$ cat src/rtl/srq_pkg.sv
// Package: field positions and reset image shared by the status/command register.
// Assumes a 32-bit word: status in the upper half, command in the lower half.
package srq_pkg;
    localparam int NFLAGS   = 6;
    // flag index order: 0 parity det, 1 sys err, 2 m-abort, 3 t-abort rcv, 4 t-abort sig, 5 m-data parity
    localparam int FLAG_POS [NFLAGS] = '{31, 30, 29, 28, 27, 24};
    localparam int F_PDET   = 0;
    localparam int F_SERR   = 1;
    localparam int F_MABT   = 2;
    localparam int F_TABR   = 3;
    localparam int F_TABS   = 4;
    localparam int F_MDPE   = 5;
    localparam int DSEL_LO  = 25;
    localparam int FB2B_POS = 23;
    localparam logic [1:0] DSEL_MEDIUM = 2'b01;
endpackage

$ cat src/rtl/srq_set_qual.sv
// Module: qualifies raw bus event pulses into per-flag set requests.
// Assumes event and role inputs are valid in the same cycle; the enable is the registered command bit.
module srq_set_qual
    import srq_pkg::*;
(
    input  logic              clk,
    input  logic              rst_n,
    input  logic              ev_par_det,
    input  logic              ev_serr,
    input  logic              ev_mabort,
    input  logic              ev_special,
    input  logic              ev_tabort_rcv,
    input  logic              ev_tabort_sig,
    input  logic              is_master,
    input  logic              is_target,
    input  logic              perr_self_rd,
    input  logic              perr_tgt_wr,
    input  logic              perr_resp_en,
    output logic [NFLAGS-1:0] set_req
);
    // Purpose: map each event to its flag with its role and enable gating.
    always_comb begin
        set_req          = '0;
        set_req[F_PDET]  = ev_par_det;
        set_req[F_SERR]  = ev_serr;
        set_req[F_MABT]  = ev_mabort & is_master & ~ev_special;
        set_req[F_TABR]  = ev_tabort_rcv & is_master;
        set_req[F_TABS]  = ev_tabort_sig & is_target;
        set_req[F_MDPE]  = is_master & (perr_self_rd | perr_tgt_wr) & perr_resp_en;
    end


    mdpe_gate_chk: assert property (@(posedge clk) disable iff (!rst_n)
        set_req[F_MDPE] |-> (perr_resp_en && is_master));

    mabt_special_chk: assert property (@(posedge clk) disable iff (!rst_n)
        ev_special |-> !set_req[F_MABT]);

    tabs_role_chk: assert property (@(posedge clk) disable iff (!rst_n)
        !is_target |-> !set_req[F_TABS]);
endmodule

$ cat src/rtl/srq_w1c_bank.sv
// Module: bank of sticky flags, set by hardware and cleared by write-one.
// Assumes set and clear vectors are already qualified; set has priority.
module srq_w1c_bank #(
    parameter int N = 6
) (
    input  logic         clk,
    input  logic         rst_n,
    input  logic [N-1:0] set_req,
    input  logic [N-1:0] clr_req,
    output logic [N-1:0] flags
);
    for (genvar i = 0; i < N; i++) begin : g_flag
        // Purpose: hold one sticky flag; set beats clear in the same cycle.
        always_ff @(posedge clk) begin
            if (!rst_n)
                flags[i] <= 1'b0;
            else if (set_req[i])
                flags[i] <= 1'b1;
            else if (clr_req[i])
                flags[i] <= 1'b0;
        end


        set_wins_chk: assert property (@(posedge clk) disable iff (!rst_n)
            set_req[i] |=> flags[i]);

        sticky_hold_chk: assert property (@(posedge clk) disable iff (!rst_n)
            (flags[i] && !clr_req[i]) |=> flags[i]);

        clear_takes_chk: assert property (@(posedge clk) disable iff (!rst_n)
            (clr_req[i] && !set_req[i]) |=> !flags[i]);

        no_spurious_set_chk: assert property (@(posedge clk) disable iff (!rst_n)
            (!flags[i] && !set_req[i]) |=> !flags[i]);
    end
endmodule

$ cat src/rtl/srq_cmd_bank.sv
// Module: read/write command field with per-byte write enables.
// Assumes WIDTH is a multiple of 8; bits outside WMASK are reserved and read 0.
module srq_cmd_bank #(
    parameter int          WIDTH = 16,
    parameter logic [15:0] WMASK = 16'h01FF
) (
    input  logic                 clk,
    input  logic                 rst_n,
    input  logic                 wr,
    input  logic [WIDTH/8-1:0]   be,
    input  logic [WIDTH-1:0]     wdata,
    output logic [WIDTH-1:0]     q
);
    localparam int LANES = WIDTH / 8;

    for (genvar l = 0; l < LANES; l++) begin : g_lane
        localparam logic [7:0] LMASK = WMASK[8*l +: 8];
        // Purpose: update one byte lane when written, keeping reserved bits zero.
        always_ff @(posedge clk) begin
            if (!rst_n)
                q[8*l +: 8] <= 8'h00;
            else if (wr && be[l])
                q[8*l +: 8] <= wdata[8*l +: 8] & LMASK;
        end


        lane_hold_chk: assert property (@(posedge clk) disable iff (!rst_n)
            !(wr && be[l]) |=> $stable(q[8*l +: 8]));

        lane_write_chk: assert property (@(posedge clk) disable iff (!rst_n)
            (wr && be[l]) |=> (q[8*l +: 8] == ($past(wdata[8*l +: 8]) & LMASK)));
    end
endmodule

$ cat src/rtl/bus_status_cmd_reg.sv
// Module: top of the bus status/command register.
// Combines the sticky flags, the fixed capability fields and the command field.
// Assumes one synchronous clock domain and single-cycle event pulses.
module bus_status_cmd_reg
    import srq_pkg::*;
#(
    parameter int          CMD_WIDTH   = 16,
    parameter logic [15:0] CMD_WMASK   = 16'h01FF,
    parameter int          PERR_EN_BIT = 6
) (
    input  logic        clk,
    input  logic        rst_n,
    input  logic        ev_par_det,
    input  logic        ev_serr,
    input  logic        ev_mabort,
    input  logic        ev_special,
    input  logic        ev_tabort_rcv,
    input  logic        ev_tabort_sig,
    input  logic        is_master,
    input  logic        is_target,
    input  logic        perr_self_rd,
    input  logic        perr_tgt_wr,
    input  logic        cfg_wr,
    input  logic [31:0] cfg_wdata,
    input  logic [3:0]  cfg_be,
    input  logic        par_irq_en,
    output logic [31:0] reg_rdata,
    output logic        par_irq
);
    localparam int CMD_LANES = CMD_WIDTH / 8;

    logic [NFLAGS-1:0]    set_req;
    logic [NFLAGS-1:0]    clr_req;
    logic [NFLAGS-1:0]    flags;
    logic [CMD_WIDTH-1:0] cmd_q;
    logic                 in_unused;

    assign in_unused = ^{cfg_wdata, cfg_be};

    srq_set_qual u_qual (
        .clk           (clk),
        .rst_n         (rst_n),
        .ev_par_det    (ev_par_det),
        .ev_serr       (ev_serr),
        .ev_mabort     (ev_mabort),
        .ev_special    (ev_special),
        .ev_tabort_rcv (ev_tabort_rcv),
        .ev_tabort_sig (ev_tabort_sig),
        .is_master     (is_master),
        .is_target     (is_target),
        .perr_self_rd  (perr_self_rd),
        .perr_tgt_wr   (perr_tgt_wr),
        .perr_resp_en  (cmd_q[PERR_EN_BIT]),
        .set_req       (set_req)
    );

    for (genvar f = 0; f < NFLAGS; f++) begin : g_clr
        localparam int POS = FLAG_POS[f];
        // Purpose: a clear needs the write strobe, the flag's byte lane and a 1 at its bit.
        always_comb clr_req[f] = cfg_wr & cfg_be[POS/8] & cfg_wdata[POS];
    end

    srq_w1c_bank #(.N(NFLAGS)) u_flags (
        .clk     (clk),
        .rst_n   (rst_n),
        .set_req (set_req),
        .clr_req (clr_req),
        .flags   (flags)
    );

    srq_cmd_bank #(.WIDTH(CMD_WIDTH), .WMASK(CMD_WMASK)) u_cmd (
        .clk   (clk),
        .rst_n (rst_n),
        .wr    (cfg_wr),
        .be    (cfg_be[CMD_LANES-1:0]),
        .wdata (cfg_wdata[CMD_WIDTH-1:0]),
        .q     (cmd_q)
    );

    // Purpose: assemble the readback word from flags, fixed fields and command bits.
    always_comb begin
        reg_rdata                      = '0;
        reg_rdata[DSEL_LO +: 2]        = DSEL_MEDIUM;
        reg_rdata[FB2B_POS]            = 1'b1;
        for (int k = 0; k < NFLAGS; k++)
            reg_rdata[FLAG_POS[k]]     = flags[k];
        reg_rdata[CMD_WIDTH-1:0]       = cmd_q;
    end

    // Purpose: level interrupt from the parity-detected flag.
    assign par_irq = flags[F_PDET] & par_irq_en;


    irq_needs_flag_chk: assert property (@(posedge clk) disable iff (!rst_n)
        par_irq |-> reg_rdata[31]);

    irq_follows_chk: assert property (@(posedge clk) disable iff (!rst_n)
        (reg_rdata[31] && par_irq_en) |-> par_irq);

    pdet_sets_chk: assert property (@(posedge clk) disable iff (!rst_n)
        ev_par_det |=> reg_rdata[31]);
endmodule

$ cat config.mk
export PLATFORM = sky130hd
export DESIGN_NAME = bus_status_cmd_reg
export DESIGN_NICKNAME = d
export VERILOG_FILES = /design/src/rtl/srq_pkg.sv /design/src/rtl/srq_set_qual.sv /design/src/rtl/srq_w1c_bank.sv /design/src/rtl/srq_cmd_bank.sv /design/src/rtl/bus_status_cmd_reg.sv
export SDC_FILE = /design/constraint.sdc
export NUM_CORES = 1
export LEC_CHECK = 0
export BUFFER_PORTS_ARGS = -buffer_cell sky130_fd_sc_hd__buf_2
export CAP_MARGIN = 20
export CORE_AREA = 5 5 55 57
export CTS_CLUSTER_SIZE = 10
export DETAILED_ROUTE_END_ITERATION = 7
export DIE_AREA = 0 0 60 62
export PLACE_DENSITY_LB_ADDON = 0.25
export SYNTH_ARGS = -nofsm -noshare
export SYNTH_HDL_FRONTEND = slang
export SYNTH_SLANG_ARGS = --single-unit
$ cat constraint.sdc
create_clock -name clk -period 0.8 [get_ports clk]
set_input_delay 0.08 -clock clk [delete_from_list [all_inputs] [get_ports clk]]
set_output_delay 0.08 -clock clk [all_outputs]
set_load 0.005 [all_outputs]
---- Word-level counts from Yosys, hierarchy flattened ----
Cells that the tools add are included.
operators by class
  magnitude comparators ................... 0
  $add $sub $neg .......................... 0
  reductions and logical operators ........ 8
  equality and inequality tests ........... 0
  bitwise logic cells ..................... 16
  shifts and indexed selects .............. 0
  muxes and demuxes ....................... 12
  divide/modulo/power cells ............... 0
  multipliers ............................. 0
operator list
  cell                 count
  $and A1 B1 Y1        14
  $mux W1              12
  $reduce_bool A2 Y1   6
  $logic_and A1 B1 Y1  2
  $not A1 Y1           1
  $or A1 B1 Y1         1
storage, ports and cells
  bits in read-only memories .............. 0
  memories kept ........................... 0
  bits in registers ....................... 15
  latch bits .............................. 0
  bits of input ports ..................... 50
  RAM bits ................................ 0
  output and inout port bits .............. 33
  logic and storage cells ................. 44

---- Longest topological paths before layout ----
  word-level depth ........................ 4
  mapped depth ............................ 4
  gate-level depth less buffers ........... 2

---- Hierarchy ----
From an unflattened synthesis, not the netlist that was laid out.
second synthesis, totals
  cell total of the unflattened synthesis .. 94
  area total of the unflattened synthesis .. 885.8 sq um
modules (own cells, without submodules)
  module              area an instance (sq um)  cells each  seq. area each (sq um)  times used
  srq_cmd_bank        465.4                     51          180.2                   1
  srq_w1c_bank        247.7                     18          120.1                   1
  bus_status_cmd_reg  126.4                     19          0.0                     1
  srq_set_qual        46.3                      6           0.0                     1

---- Worst setup path after synthesis ----
No wires, ideal clock.
  path type ............................... register to register
  start point ............................. register, netlist name u_flags.flags[3]
  end point ............................... register u_flags.flags[3]
  stages on the path, launching flop included .. 3
  period minus slack after synthesis ...... 0.750 ns
  data required time ...................... 0.726 ns
  path slack .............................. 0.050 ns
  data arrival time ....................... 0.676 ns
  cell sequence ........................... dfxtp_1 a21bo_2 a31oi_1
RTL lines
  what                            line                text
  end signal: indexed assignment  srq_w1c_bank.sv:16  flags[i] <= 1'b0;
  end signal: indexed assignment  srq_w1c_bank.sv:18  flags[i] <= 1'b1;
  end signal: indexed assignment  srq_w1c_bank.sv:20  flags[i] <= 1'b0;
  end: declaration                srq_w1c_bank.sv:10  output logic [N-1:0] flags

---- Final worst setup path ----
  start point ............................. register u_flags.flags[0]
  end point ............................... output par_irq
between the ends
  cells in the longest elaborated chain, start to end .. 1
ends and longest elaborated chain
  what              line                      text
  $and A1 B1 Y1     bus_status_cmd_reg.sv:91  assign par_irq = flags[F_PDET] & par_irq_en;
  end: declaration  bus_status_cmd_reg.sv:28  output logic par_irq
No other way between the ends.

==> results.sh <==
export IMPL_outcome="finished, violations left"
export IMPL_violations="setup timing"
export IMPL_synth_top_area_share_pct=36.42
export IMPL_grt_pass1_wl_um=2980
export IMPL_fmaxAchievable_mhz=1088
export IMPL_grt_pass1_vias=648
export IMPL_p_per_area_nw_per_um2=1357
export IMPL_mostFrequentLayoutCells="buf_2, conb_1, dfxtp_2"
export IMPL_slowest_stage="dfxtp_2"
export IMPL_fill_cells=244
export IMPL_htree_levels=1
export IMPL_vdd_drop_max_mv=0.7771
export IMPL_worstPathRequired_ns=0.72
export IMPL_seqPwrFrac_pct=51.1
export IMPL_clockPowerShare_pct=26.1
export IMPL_hold_start="cfg_wdata[31]"
export IMPL_cts_buffers=3
export IMPL_syn_area_per_cell_um2=9.061
export IMPL_finalSetupViolations=4
export IMPL_cp_start_kind="flop"
export IMPL_final_cells=171
export IMPL_regArea_um2=319.1
export IMPL_clock_latency_ns=0.27
export IMPL_whs_path_depth=2
export IMPL_layout_drive_gt1_share_pct=60.28
export IMPL_drv_cap=0
export IMPL_dieArea_um2=3720
export IMPL_path_cells="and2_4 > buf_6"
export IMPL_synthTopCellsByArea="dfxtp_1, buf_4, a21bo_2"
export IMPL_drtIter0Drc=16
export IMPL_core_area_um2=2432
export IMPL_dieHeight_um=62
export IMPL_fin_hold_ws_ns=0.02051
export IMPL_synth_cell_area_um2=824.5
export IMPL_cts_tree="done"
export IMPL_cts_clk_slew_worst_paths_ns=0.09
export IMPL_dr_pass1_iters=3
export IMPL_rr_worst_depth=2
export IMPL_fin_nets=192
export IMPL_grt_util_all_layers_pct=10.94
export IMPL_hold_viol_final=0
export IMPL_intPower_mw=1.205
export IMPL_combPwrFrac_pct=22.8
export IMPL_insertedDiodeCount=0
export IMPL_synth_compound_area_share_pct=27.31
export IMPL_drc=0
export IMPL_ys_types=21
export IMPL_synth_warnings=0
export IMPL_place_congestion=0.7051
export IMPL_synth_simple_area_share_pct=11.53
export IMPL_wl_per_cell_um=12.03
export IMPL_synth_xor_area_share_pct=0
export IMPL_cts_root_buf="clkbuf_4"
export IMPL_hold_end="u_flags.flags[0]$_SDFFE_PN0P_"
export IMPL_rsz0062_at_grt="true"
export IMPL_vias=741
export IMPL_end_kind="primary output"
export IMPL_slew_violations=0
export IMPL_port_buffers=47
export IMPL_arrival_ns=0.84
export IMPL_start_util_pct=33.90
export IMPL_cts_buffer_depth=2
export IMPL_layout_commonest_cell="buf_2"
export IMPL_ant_nets=0
export IMPL_syn_inst=91
export IMPL_synth_top_family_by_area="compound AO/OA/AOI/OAI gates"
export IMPL_setup_slack_ns=-0.1192
export IMPL_p_leak_nw=0.5776
export IMPL_hpwl_um=1567
export IMPL_die_x_um=60
export IMPL_syn_to_final_growth_pct=43.70
export IMPL_viasPerCell=4.333
export IMPL_rows=18
export IMPL_rrSetupSlack_ns=0.04
export IMPL_synth_seq_cells=15
export IMPL_io_pins=83
export IMPL_antenna_found_initial=0
export IMPL_hold_class="primary input to flop"
export IMPL_synthMuxAreaShare_pct=0
export IMPL_place_inst=164
export IMPL_tns_ns=-0.2330
export IMPL_gr_total_overflow=0
export IMPL_final_util_pct=48.71
export IMPL_finalCriticalPeriod_ns=0.9192
export IMPL_yosysTopAreaCell="dfxtp_1"
export IMPL_post_route_period_util_pct=114.9
export IMPL_multi_input_area_um2=396.6
export IMPL_wl_um=2057
export IMPL_dp_slack_ns=0.02370
export IMPL_seq_area_frac_synth_pct=36.42
export IMPL_reg2reg_from="u_cmd.q[4]$_SDFFE_PN0P_"
export IMPL_path_class="flop to primary output"
export IMPL_r2r_end="u_cmd.q[4]$_SDFFE_PN0P_"
export IMPL_path_max_fanout=3
export IMPL_yosys_area_share_adder_pct=0
export IMPL_grt_max_degree=25
export IMPL_sw_frac_of_total_pct=25.07
export IMPL_p_sw_mw=0.4030
export IMPL_cts_num_sinks=15
export IMPL_fin_worst_skew_ns=0.0001349
export IMPL_cpPeakStageDelay_ns=0.33
==> power by group through the flow <==
stage	sequential, mW	clock [mW]	combinational [mW]
2_1_floorplan	0.828	0	0.209
3_3_place_gp	0.822	0	0.301
3_5_place_dp	0.824	0	0.310
4_1_cts	0.813	0.459	0.326
5_1_grt	0.827	0.495	0.409
6_report	0.822	0.419	0.367
==> worst max path at each step <==
stage                               endpoint                           from  slack [ns]  cells after the start
2_1_floorplan  u_flags.flags[3]$_SDFFE_PN0P_  u_flags.flags[3]$_SDFFE_PN0P_        0.05                      2
3_3_place_gp   u_flags.flags[3]$_SDFFE_PN0P_                         cfg_wr        0.04                      4
3_5_place_dp   u_flags.flags[3]$_SDFFE_PN0P_                         cfg_wr        0.02                      4
4_1_cts                              par_irq  u_flags.flags[0]$_SDFFE_PN0P_       -0.14                      2
5_1_grt                              par_irq  u_flags.flags[0]$_SDFFE_PN0P_       -0.17                      2
6_report                             par_irq  u_flags.flags[0]$_SDFFE_PN0P_       -0.12                      2
==> critical path, delay by kind of cell (launching register included) <==
kind                   cells  cell delay, ns
DFF                        1            0.33
and+or+nand+nor            1            0.13
buffers and inverters      1            0.10
==> flip-flops by register name, summed over array words and instances, names as in the netlist <==
signal / flops
u_flags.flags: 6
u_cmd.q: 9
==> kinds of logic (layout without fill, tap and decap cells) <==
logic type | after synthesis | after routing
AO/OA/AOI/OAI | 29 | 29
flip-flops | 15 | 15
AND/OR/NAND/NOR | 19 | 19
other | 2 | 17
buffers and inverters | 26 | 61
==> through the flow <==
step	total power [mW]	instance area, um^2
finish	1.608	1185
global route	1.731	1185
CTS	1.598	1090
detailed placement	1.134	1023
global placement	1.123	1023
floorplan	1.037	880.8
==> area by class of cell <==
type / count / area share [%]
tap: 30 / 3.168
sequential: 15 / 26.93
multi-input combinational: 65 / 33.47
inverter: 3 / 0.9504
timing repair buffer: 54 / 33.26
clock buffer: 4 / 2.218
==> cells in the mapped netlist <==
cell,number
and2_1,1
buf_6,2
buf_4,19
o2111ai_1,1
a21oi_1,7
nand2b_1,2
a31oi_1,2
conb_1,2
a21bo_2,9
o32ai_1,1
a41oi_1,2
nand3_1,9
buf_8,1
inv_1,3
dfxtp_1,15
a21oi_2,2
buf_2,1
a21bo_1,2
nand2_1,5
and3_1,2
o21ai_0,3
==> routing by layer <==
layer	track usage, %	routed length, um	vias to the layer above
li1	-	-	379
met1	13.31	778	331
met2	18.67	1090	29
met3	1.653	163	2
met4	5.696	25	0
met5	0	0	-
==> timing repair <==
item	4_1_cts	5_1_grt
resized for setup	12	20
endpoints found under the setup margin	16	20
setup buffers	1	1
hold endpoints to repair	1	0
pin swaps	1	2
hold buffers	1	0
Power figures use the tool's default switching activity.
